File: src/rtl/bscan_pkg.sv
package bscan_pkg;

  typedef enum logic [0:0] {
    SCAN_FWD = 1'b0,
    SCAN_REV = 1'b1
  } scan_op_e;

endpackage

File: src/rtl/bscan_group.sv
// One slice of the parallel encoder: reports whether the slice holds a set
// bit and the slice-local position chosen by the scan direction.
module bscan_group
  import bscan_pkg::*;
#(
  parameter int GW = 8,
  localparam int LW = $clog2(GW)
) (
  input  logic [GW-1:0] bits,
  input  scan_op_e      op,
  output logic          hit,
  output logic [LW-1:0] pos
);

  always_comb begin
    hit = |bits;
    pos = '0;
    if (op == SCAN_REV) begin
      // later (higher) matches overwrite earlier ones
      for (int i = 0; i < GW; i++) begin
        if (bits[i]) pos = LW'(i);
      end
    end else begin
      for (int i = GW - 1; i >= 0; i--) begin
        if (bits[i]) pos = LW'(i);
      end
    end
  end

endmodule

File: src/rtl/bscan_merge.sv
// Picks the winning slice by the same direction rule and forms the full index.
module bscan_merge
  import bscan_pkg::*;
#(
  parameter int NG = 4,
  parameter int LW = 3,
  localparam int GB = $clog2(NG)
) (
  input  logic [NG-1:0]    hit,
  input  logic [NG*LW-1:0] pos_flat,
  input  scan_op_e         op,
  output logic             any,
  output logic [GB+LW-1:0] idx
);

  logic [GB-1:0] grp;

  always_comb begin
    any = |hit;
    grp = '0;
    if (op == SCAN_REV) begin
      for (int g = 0; g < NG; g++) begin
        if (hit[g]) grp = GB'(g);
      end
    end else begin
      for (int g = NG - 1; g >= 0; g--) begin
        if (hit[g]) grp = GB'(g);
      end
    end
    idx = {grp, pos_flat[grp*LW +: LW]};
  end

endmodule

File: src/rtl/bscan_unit.sv
module bscan_unit
  import bscan_pkg::*;
#(
  parameter int DATA_W  = 32,
  parameter int GROUP_W = 8,
  localparam int IDX_W  = $clog2(DATA_W),
  localparam int LOC_W  = $clog2(GROUP_W),
  localparam int NGRP   = DATA_W / GROUP_W
) (
  input  logic              clk,
  input  logic              rst,
  input  logic              in_valid,
  input  logic              in_op,
  input  logic [DATA_W-1:0] in_operand,
  output logic              out_valid,
  output logic [IDX_W-1:0]  out_index,
  output logic              out_zero
);

  scan_op_e               op_sel;
  logic [NGRP-1:0]        grp_hit;
  logic [NGRP*LOC_W-1:0]  grp_pos;
  logic                   scan_any;
  logic [IDX_W-1:0]       scan_idx;

  assign op_sel = scan_op_e'(in_op);

  for (genvar g = 0; g < NGRP; g++) begin : g_slice
    bscan_group #(.GW(GROUP_W)) i_group (
      .bits (in_operand[g*GROUP_W +: GROUP_W]),
      .op   (op_sel),
      .hit  (grp_hit[g]),
      .pos  (grp_pos[g*LOC_W +: LOC_W])
    );
  end

  bscan_merge #(.NG(NGRP), .LW(LOC_W)) i_merge (
    .hit      (grp_hit),
    .pos_flat (grp_pos),
    .op       (op_sel),
    .any      (scan_any),
    .idx      (scan_idx)
  );

  always_ff @(posedge clk) begin
    if (rst) begin
      out_valid <= 1'b0;
      out_index <= '0;
      out_zero  <= 1'b0;
    end else begin
      out_valid <= in_valid;
      if (in_valid) begin
        if (scan_any) begin
          out_index <= scan_idx;
          out_zero  <= 1'b0;
        end else begin
          out_zero  <= 1'b1;
        end
      end
    end
  end

  // the found bit is set and nothing above it is
  p_rev_top_r1: assert property (@(posedge clk) disable iff (rst)
    (in_valid && in_op && in_operand != '0)
      |=> (($past(in_operand) >> out_index) == DATA_W'(1)));

  // the found bit equals the isolated lowest set bit
  p_fwd_low_r2: assert property (@(posedge clk) disable iff (rst)
    (in_valid && !in_op && in_operand != '0)
      |=> ((DATA_W'(1) << out_index) ==
           ($past(in_operand) & (~$past(in_operand) + DATA_W'(1)))));

  p_zero_keep_r3: assert property (@(posedge clk) disable iff (rst)
    (in_valid && in_operand == '0) |=> (out_zero && $stable(out_index)));

  p_flag_clr_r4: assert property (@(posedge clk) disable iff (rst)
    (in_valid && in_operand != '0) |=> !out_zero);

  p_lat_one_r5: assert property (@(posedge clk) disable iff (rst)
    in_valid |=> out_valid);

  p_lat_idle_r5: assert property (@(posedge clk) disable iff (rst)
    !in_valid |=> !out_valid);

  p_idle_hold_r6: assert property (@(posedge clk) disable iff (rst)
    !in_valid |=> ($stable(out_index) && $stable(out_zero)));

endmodule

File: config.mk
export PLATFORM = sky130hd
export DESIGN_NAME = bscan_unit
export DESIGN_NICKNAME = d
export VERILOG_FILES = /design/src/rtl/bscan_pkg.sv /design/src/rtl/bscan_group.sv /design/src/rtl/bscan_merge.sv /design/src/rtl/bscan_unit.sv
export SDC_FILE = /design/constraint.sdc
export NUM_CORES = 1
export LEC_CHECK = 0
export BUFFER_PORTS_ARGS = -buffer_cell sky130_fd_sc_hd__buf_2
export CORE_UTILIZATION = 37
export CTS_CLUSTER_DIAMETER = 50
export DETAILED_ROUTE_END_ITERATION = 8
export GPL_TIMING_DRIVEN = 0
export PLACE_DENSITY = 0.66
export SLEW_MARGIN = 20
export SYNTH_ARGS = -nofsm -noshare
export SYNTH_HDL_FRONTEND = slang
export SYNTH_SLANG_ARGS = --single-unit
File: constraint.sdc
create_clock -name clk -period 2.4 [get_ports clk]
set_input_delay 0.12 -clock clk [delete_from_list [all_inputs] [get_ports clk]]
set_output_delay 0.12 -clock clk [all_outputs]
set_load 0.01 [all_outputs]
==> reports/results.tsv, run 1 <==
metric	value	unit
ys_async_sr_fraction	0	%
final_area	1167	um^2
cts.path.max_buffers	2	
post_drt_via_cell_ratio	5.492	
setup_total_negative_slack	0	ns
core_area	2255	um^2
grt_pass1_vias	1001	
drt.antenna.violating_nets	0	
post_cts.resized_instances	0	
layout.cells.most_common	sky130_fd_sc_hd__buf_2	
route.detailed.drc	0	
antennaDiodeCount	0	
rsz_0062_raised_after_global_routing	false	
die_y_extent	51.21	um
fin_total_pwr	0.3828	mW
combPwrFrac	39.7	%
clkLatencyLatePin	0.24	ns
tritoncts_num_sinks	7	
power.net_switching	0.1247	mW
power.static_leakage	0.5451	nW
fillCellCount	243	
routed.top_layer	met3	
global_route_wire_length_before_repair	4.029	mm
critical_path_buf_inv_count	2	
power_switching_share	32.58	%
cts_post_setup_buffers_inserted	0	
max_capacitance_violation_count	0	
final_period_minus_worst_setup_slack	2.140	ns
critical_path_class	primary input to register	
seq_area_frac_synth	15.64	%
place_hpwl	2.026	mm
m1WireLength	1.087	mm
io_buffers	42	
ioPinCount	43	
floorplan.rows	17	
htree_num_levels	1	
slew-limit-headroom	54.71	%
cts-buffers-inserted	3	
yosys.cell_types.count	37	
antenna_violations_before_repair	0	
drtIter0Drc	23	
synth-seq-cells	7	
gp_congestion	0.7794	
route.met3.wl	157	um
skew	0	ns
syn-mean-instance-area	7.404	um^2
drv_slew	0	
cts_hold_buffers_added	0	
syn_to_final_growth	30.31	%
critical-path-top-delay-family	simple AND/OR/NAND/NOR gates	
routed_wire_length_per_instance	12.33	um
outcome	finished clean	
crit_arrival	2.31	ns
critical-path-max-stage-delay	0.56	ns
power_density	327.9	nW/um^2
synth_edf_count	0	
dieWidth	51.21	um
layout-drive-gt1-share	33.53	%
detail_route.wirelength	2.405	mm
power.share.clock	27.2	%
setup_viol	0	
initial_utilization	39.73	%
hold_path_class	primary input to register	
worst_path_max_delay_cell	sky130_fd_sc_hd__or4_4	
layout_common_cells	42 x sky130_fd_sc_hd__buf_2, 17 x sky130_fd_sc_hd__a21oi_1, 14 x sky130_fd_sc_hd__nor2_1, 13 x sky130_fd_sc_hd__inv_1, 10 x sky130_fd_sc_hd__o21bai_1	
fmaxAchievable	467.2	MHz
fin_hold_ws	0.1298	ns
crit_chain	buf_2, or4_4, nor4b_4, o21ai_0, a32oi_1, buf_4, mux2i_1, o211ai_1, a31oi_1	
layout.area.seq	140.1	um^2
start_kind	primary input	
timing.critical_path.fanout_max	10	
synth_top_area_share	15.64	%
synth_area_leaders	sky130_fd_sc_hd__dfxtp_1 16%, sky130_fd_sc_hd__a21oi_1 9.5%, sky130_fd_sc_hd__o21bai_1 8.4%, sky130_fd_sc_hd__mux2i_1 6.7%, sky130_fd_sc_hd__nor2_1 5.9%	
ys.warnings.count	0	
ys.flop_type	sky130_fd_sc_hd__dfxtp_1	
all_layer_gr_usage	19.83	%
tightest_slew	0.6732	ns
clk_pin_slew_worst_paths	0.05	ns
timing.critical_path.to_type	register	
power.ir.vdd_worst	0.2304	mV
num_vias	1071	
multiInputGateArea	685.7	um^2
tritoncts	done	
period_share	89.18	%
globalRoute.totalOverflow	0	
final_util	51.78	%
finish.net_count	204	
timing_hold_violations_final	0	
synthesis.instances	121	
detailroute.wirelength.met2	1.161	mm
instance_area_after_placement	1141	um^2
required_time_at_the_endpoint_of_the_critical_path	2.57	ns
synth.cell_area	895.9	um^2
sequentialPowerShare	33.1	%
root_buffer	sky130_fd_sc_hd__clkbuf_4	
grt_max_degree	11	
die_area	2622	um^2
internal_power	0.2581	mW
drt-pass1-iter-count	4	
synth_area_leader_cell	sky130_fd_sc_hd__dfxtp_1	
postSynthNetCount	157	
-- cell type report --
cell class	instances	share of cell area, %
Timing Repair Buffer	42	18.01
Multi-Input combinational cell	99	58.74
Sequential cell	7	12.00
Buffer	2	1.822
Clock buffer	4	2.251
Inverter	13	4.180
Tap cell	28	3.001
-- worst paths after layout --
check	end	slack, ns	start	cells past startpoint
setup / recovery	out_index[2]	0.26	in_operand[19]	9
setup reg to reg	out_index[0]	1.74	out_index[0]	2
hold reg to reg	out_index[2]	0.47	out_index[2]	2
hold / removal	out_index[4]	0.13	rst	2
-- metal layers --
layer,vias to the layer above,GRT usage [%]
li1,554,-
met2,49,37.50
met5,-,0
met3,0,4.167
met4,0,1.852
met1,468,23.26
-- cell usage after synthesis, types with 2 or more instances --
master / n
sky130_fd_sc_hd__nand2_1: 2
sky130_fd_sc_hd__o22ai_1: 3
sky130_fd_sc_hd__o211ai_1: 3
sky130_fd_sc_hd__mux2i_1: 6
sky130_fd_sc_hd__a21oi_1: 17
sky130_fd_sc_hd__nor4_1: 3
sky130_fd_sc_hd__nor2_1: 14
sky130_fd_sc_hd__nor3_1: 5
sky130_fd_sc_hd__o21bai_1: 10
sky130_fd_sc_hd__o21ai_0: 3
sky130_fd_sc_hd__dfxtp_1: 7
sky130_fd_sc_hd__or2_2: 2
sky130_fd_sc_hd__nor2b_1: 3
sky130_fd_sc_hd__a31oi_1: 2
sky130_fd_sc_hd__inv_1: 13
sky130_fd_sc_hd__or4_1: 4
sky130_fd_sc_hd__a32oi_1: 2
sky130_fd_sc_hd__o31ai_1: 3
-- logic make-up after synthesis --
group           Yosys count  share of synthesized area, %
flops                     7                         15.64
compound gates           49                         37.01
simple gates             42                         28.63
mux                       8                         10.89
buf+inv                  15                         7.822
-- power by group through the flow --
stage	clock network [mW]	logic [mW]	registers, mW
floorplan	0	0.0754	0.133
global placement	0	0.147	0.129
detailed placement	0	0.151	0.129
CTS	0.108	0.151	0.127
global route	0.113	0.170	0.127
finish	0.104	0.152	0.127
-- registers in the layout (all words and copies together) (netlist names) --
register,count
out_index,5
out_valid,1
out_zero,1
-- metrics by stage --
step | cells | worst slack (ns)
after floorplan | 121 | 0.3072
after global placement | 191 | -0.007885
after detailed placement | 191 | -0.002814
after CTS | 195 | 0.2614
after global routing | 195 | 0.1163
final | 195 | 0.2598
No activity file was read; power rests on OpenSTA's default activity.
==> run 2, diff against run 1 <==
Settings changed: RECOVER_POWER set to 100.
Clock period 2.4 ns to 2.5 ns, I/O delays scaled along.
==> reports/results.tsv, run 2 (synthesized netlist as in run 1, its figures left out) <==
metric	value	unit	change
dieWidth	51.21	um	unchanged
routed_wire_length_per_instance	12.39	um	+0.46%
floorplan.rows	17		unchanged
htree_num_levels	1		unchanged
post_drt_via_cell_ratio	5.467		-0.47%
hold_path_class	primary input to register		
critical-path-top-delay-family	simple AND/OR/NAND/NOR gates		
globalRoute.totalOverflow	0		unchanged
timing.critical_path.fanout_max	10		unchanged
power.ir.vdd_worst	0.2202	mV	-4.4%
drv_slew	0		unchanged
critical_path_class	primary input to register		
post_cts.resized_instances	0		unchanged
finish.net_count	204		unchanged
layout_common_cells	33 x sky130_fd_sc_hd__buf_2, 17 x sky130_fd_sc_hd__a21oi_1, 14 x sky130_fd_sc_hd__nor2_1, 13 x sky130_fd_sc_hd__inv_1		
all_layer_gr_usage	19.83	%	unchanged
setup_viol	0		unchanged
antenna_violations_before_repair	0		unchanged
detail_route.wirelength	2.416	mm	+0.46%
grt_pass1_vias	1001		unchanged
initial_utilization	39.73	%	unchanged
period_share	89.59	%	
gp_congestion	0.7794		unchanged
power_density	317.2	nW/um^2	-3.3%
crit_chain	buf_2, or4_4, nor4b_4, o21ai_0, a32oi_1, clkbuf_2, mux2i_1, o211ai_1, a31oi_1		
drtIter0Drc	24		+4.3%
cts_post_setup_buffers_inserted	0		unchanged
cts.path.max_buffers	2		unchanged
timing.critical_path.to_type	register		
tritoncts	done		
layout_top_registers	out_index: 5 flops, out_valid: 1 flops, out_zero: 1 flops		
clkLatencyLatePin	0.24	ns	about the same
fin_total_pwr	0.3651	mW	-4.6%
io_buffers	42		unchanged
critical_path_buf_inv_count	2		unchanged
power.static_leakage	0.5109	nW	-6.3%
clk_pin_slew_worst_paths	0.05	ns	about the same
fmaxAchievable	446.5	MHz	
setup_total_negative_slack	0	ns	unchanged
required_time_at_the_endpoint_of_the_critical_path	2.67	ns	+0.10 ns
root_buffer	sky130_fd_sc_hd__clkbuf_4		
grt_max_degree	11		unchanged
worst_path_max_delay_cell	sky130_fd_sc_hd__or4_4		
rsz_0062_raised_after_global_routing	false		
drt-pass1-iter-count	4		unchanged
largest_register	out_index		
start_kind	primary input		
final_period_minus_worst_setup_slack	2.240	ns	
skew	0	ns	unchanged
global_route_wire_length_before_repair	4.029	mm	unchanged
crit_arrival	2.41	ns	+0.10 ns
tightest_slew	0.6736	ns	+0.0004309 ns
tritoncts_num_sinks	7		unchanged
largest_reg_flops	5		unchanged
route.detailed.drc	0		unchanged
die_y_extent	51.21	um	unchanged
ioPinCount	43		unchanged
place_hpwl	2.026	mm	unchanged
drt.antenna.violating_nets	0		unchanged
critical-path-max-stage-delay	0.56	ns	about the same
syn_to_final_growth	28.49	%	
layout.cells.most_common	sky130_fd_sc_hd__buf_2		
cts_hold_buffers_added	0		unchanged
die_area	2622	um^2	unchanged
layout-drive-gt1-share	28.14	%	-5.4 points
max_capacitance_violation_count	0		unchanged
core_area	2255	um^2	unchanged
slew-limit-headroom	54.68	%	about the same
cts-buffers-inserted	3		unchanged
num_vias	1066		-0.47%
antennaDiodeCount	0		unchanged
reg2reg_slack	1.83	ns	+0.09 ns
outcome	finished clean		
timing_hold_violations_final	0		unchanged
run 2: cell count changes in the layout (fill, tap and decap cells not counted), sizes merged:
cell / before / now
clkbuf: 5 / 15
buf: 43 / 33
run 2: final cells by class:
cell class | count | area [um^2]
Fill cell | 247 | 1104
Multi-Input combinational cell | 99 | 683.2
Timing Repair Buffer | 42 | 198.9
Sequential cell | 7 | 140.1
Inverter | 13 | 48.80
Tap cell | 28 | 35.03
Clock buffer | 4 | 26.28
Buffer | 2 | 18.77
run 2: final timing paths:
path | startpoint | to | cells after the start
setup / recovery | in_operand[19] | out_index[2] | 9
hold / removal | rst | out_index[4] | 2
setup reg to reg | out_index[0] | out_index[0] | 2
hold reg to reg | out_index[2] | out_index[2] | 2
run 2: layer usage:
| layer | global-route usage [%] | routed length (um) | vias to the layer above | share of wire (%) |
|---|---|---|---|---|
| li1 | - | - | 555 | - |
| met1 | 23.26 | 1119 | 470 | 46 |
| met2 | 37.50 | 1155 | 41 | 48 |
| met3 | 4.167 | 141 | 0 | 5.8 |
| met4 | 1.852 | 0 | 0 | 0 |
| met5 | 0 | 0 | - | 0 |
run 2: power breakdown:
part / switching, mW / internal [mW]
clock: 0.0392 / 0.0608
combinational: 0.0779 / 0.0652
sequential: 0.00307 / 0.119
total: 0.120 / 0.245
run 2: through the flow:
stage                     area (um^2)  utilization [%]  cells  setup slack, ns  hold WS (ns)
after floorplan                 895.9                -    121           0.4022        0.1941
after global placement           1141            50.61    191          0.08712        0.3876
after detailed placement         1141            50.61    191          0.09219        0.3845
after CTS                        1167            51.78    195           0.3564        0.1219
after global routing             1151            51.05    195           0.1169        0.1417
final                            1151            51.05    195           0.2603        0.1349
==> run 3, diff against run 2 <==
--- a/config.mk
+++ b/config.mk
@@ -7,4 +7,5 @@
 export LEC_CHECK = 0
 export BUFFER_PORTS_ARGS = -buffer_cell sky130_fd_sc_hd__buf_2
+export CAP_MARGIN = 20
 export CORE_UTILIZATION = 37
 export CTS_CLUSTER_DIAMETER = 50
==> constraint.sdc (replaced) <==
create_clock -name clk -period 2.5 [get_ports clk]
set_input_delay 0 -clock clk [delete_from_list [all_inputs] [get_ports clk]]
set_output_delay 0 -clock clk [all_outputs]
set_load 0.01 [all_outputs]
==> reports/results.tsv, run 3 (synthesized netlist as in run 1, its figures left out) <==
metric	value	unit	change
outcome	finished clean		
grt_pass1_vias	1009		+0.80%
syn_to_final_growth	29.89	%	
layout_common_cells	33 x sky130_fd_sc_hd__buf_2, 17 x sky130_fd_sc_hd__a21oi_1, 14 x sky130_fd_sc_hd__nor2_1, 13 x sky130_fd_sc_hd__inv_1		
timing_hold_violations_final	0		unchanged
critical-path-top-delay-family	simple AND/OR/NAND/NOR gates		
crit_path_start	in_operand[12]		
crit_chain	clkbuf_1, or4_1, or2_0, or2b_2, a21boi_4, mux4_1, or2_0, a311oi_1		
antenna_violations_before_repair	0		unchanged
layout.area.seq	140.1	um^2	unchanged
max_capacitance_violation_count	0		unchanged
clk_pin_slew_worst_paths	0.05	ns	about the same
detail_route.wirelength	2.422	mm	+0.25%
root_buffer	sky130_fd_sc_hd__clkbuf_4		
layout-drive-gt1-share	27.98	%	-0.17 points
critical_path_buf_inv_count	1		-1
die_area	2622	um^2	unchanged
all_layer_gr_usage	19.95	%	+0.12 points
dieWidth	51.21	um	unchanged
timing.critical_path.to_type	register		
crit_arrival	2.23	ns	-0.18 ns
tightest_slew	0.6726	ns	-0.0009902 ns
routed_wire_length_per_instance	12.36	um	-0.26%
timing.critical_path.depth	8		-1
critical-path-max-stage-delay	0.54	ns	-0.02 ns
hold_path_class	primary input to register		
globalRoute.totalOverflow	0		unchanged
cts.path.max_buffers	2		unchanged
drt-pass1-iter-count	4		unchanged
worst_path_max_delay_cell	sky130_fd_sc_hd__or4_1		
antennaDiodeCount	0		unchanged
tritoncts_num_sinks	7		unchanged
critical_path_class	primary input to register		
power.static_leakage	0.5157	nW	+0.94%
fillCellCount	246		-0.40%
layout.cells.most_common	sky130_fd_sc_hd__buf_2		
power_density	315.3	nW/um^2	-0.57%
initial_utilization	39.73	%	unchanged
drtIter0Drc	25		+4.2%
clkLatencyLatePin	0.24	ns	about the same
multiInputGateArea	683.2	um^2	unchanged
ioPinCount	43		unchanged
layout_top_registers	out_index: 5 flops, out_valid: 1 flops, out_zero: 1 flops		
post_drt_via_cell_ratio	5.480		+0.24%
route.detailed.drc	0		unchanged
finish.net_count	205		+0.49%
dp_cells	191		unchanged
slew-limit-headroom	54.74	%	+0.067 points
drt.antenna.violating_nets	0		unchanged
largest_reg_flops	5		unchanged
die_y_extent	51.21	um	unchanged
worst_hold_startpoint	in_valid		
skew	0	ns	unchanged
cts-buffers-inserted	3		unchanged
tritoncts	done		
place_hpwl	2.026	mm	unchanged
setup_viol	0		unchanged
largest_register	out_index		
required_time_at_the_endpoint_of_the_critical_path	2.66	ns	about the same
period_share	83.01	%	-6.6 points
grt_max_degree	11		unchanged
global_route_wire_length_before_repair	4.057	mm	+0.69%
critical_path.reg2reg.startpoint	out_index[0]		
start_kind	primary input		
power.ir.vdd_worst	0.2247	mV	+2.0%
rsz_0062_raised_after_global_routing	false		
num_vias	1074		+0.75%
final_period_minus_worst_setup_slack	2.075	ns	-0.1643 ns
drv_slew	0		unchanged
core_area	2255	um^2	unchanged
io_buffers	42		unchanged
cell_with_the_most_instances_on_the_worst_path	sky130_fd_sc_hd__or2_0		
timing.critical_path.fanout_max	4		-6
setup_total_negative_slack	0	ns	unchanged
gp_congestion	0.7794		unchanged
reg2reg_depth	2		unchanged
floorplan.rows	17		unchanged
htree_num_levels	1		unchanged
whs_path_depth	2		unchanged
final_cells	196		+0.51%
fmaxAchievable	481.8	MHz	+7.9%
## run 3: cell count changes in the layout (fill, tap and decap cells not counted), sizes merged
cell / delta
buf: +1
clkbuf: -1
dlygate4sd3: +1
## run 3: what timing repair did
item	in CTS	in global routing
buffers inserted	0	0
endpoints found under the hold margin	1	0
gates resized for setup	0	0
hold buffers	1	0
## run 3: final timing paths
kind / end / slack (ns)
max: out_index[0] / 0.42
min: out_valid / 0.06
max reg2reg: out_index[0] / 1.83
min reg2reg: out_index[2] / 0.48
## run 3: per-layer routing
metal	part of all wire (%)	GRT usage, %	vias up
met5	0	0	-
met4	0	1.852	0
met3	5.5	4.167	0
met2	48	37.94	38
met1	46	23.26	479
li1	-	-	557
## run 3: through the flow
| stage | setup slack, ns | instance area, um^2 | total power, mW | hold slack, ns | utilization, % |
|---|---|---|---|---|---|
| 3_5_place_dp | 0.2172 | 1141 | 0.2690 | 0.2595 | 50.61 |
| 6_report | 0.4247 | 1164 | 0.3669 | 0.05774 | 51.61 |
| 2_1_floorplan | 0.5272 | 895.9 | 0.2001 | 0.06907 | - |
| 5_1_grt | 0.2823 | 1164 | 0.3924 | 0.06488 | 51.61 |
| 4_1_cts | 0.4814 | 1177 | 0.3719 | 0.03968 | 52.22 |
| 3_3_place_gp | 0.2121 | 1141 | 0.2647 | 0.2626 | 50.61 |
## run 3: final cells by class
cell class                 instances  area share [%]
buffer                             2           1.828
clock buffer                       4           2.258
inverter                          13           4.194
multi-input combinational         99           58.71
sequential                         7           12.04
tap                               28           3.011
timing repair buffer              43           17.96
## run 3: power breakdown
| group | internal (mW) | leakage (nW) | switching [mW] | total [mW] |
|---|---|---|---|---|
| sequential | 0.119 | 0.0579 | 0.00310 | 0.122 |
| combinational | 0.0668 | 0.443 | 0.0781 | 0.145 |
| clock | 0.0608 | 0.0150 | 0.0393 | 0.100 |
| total | 0.246 | 0.516 | 0.121 | 0.367 |
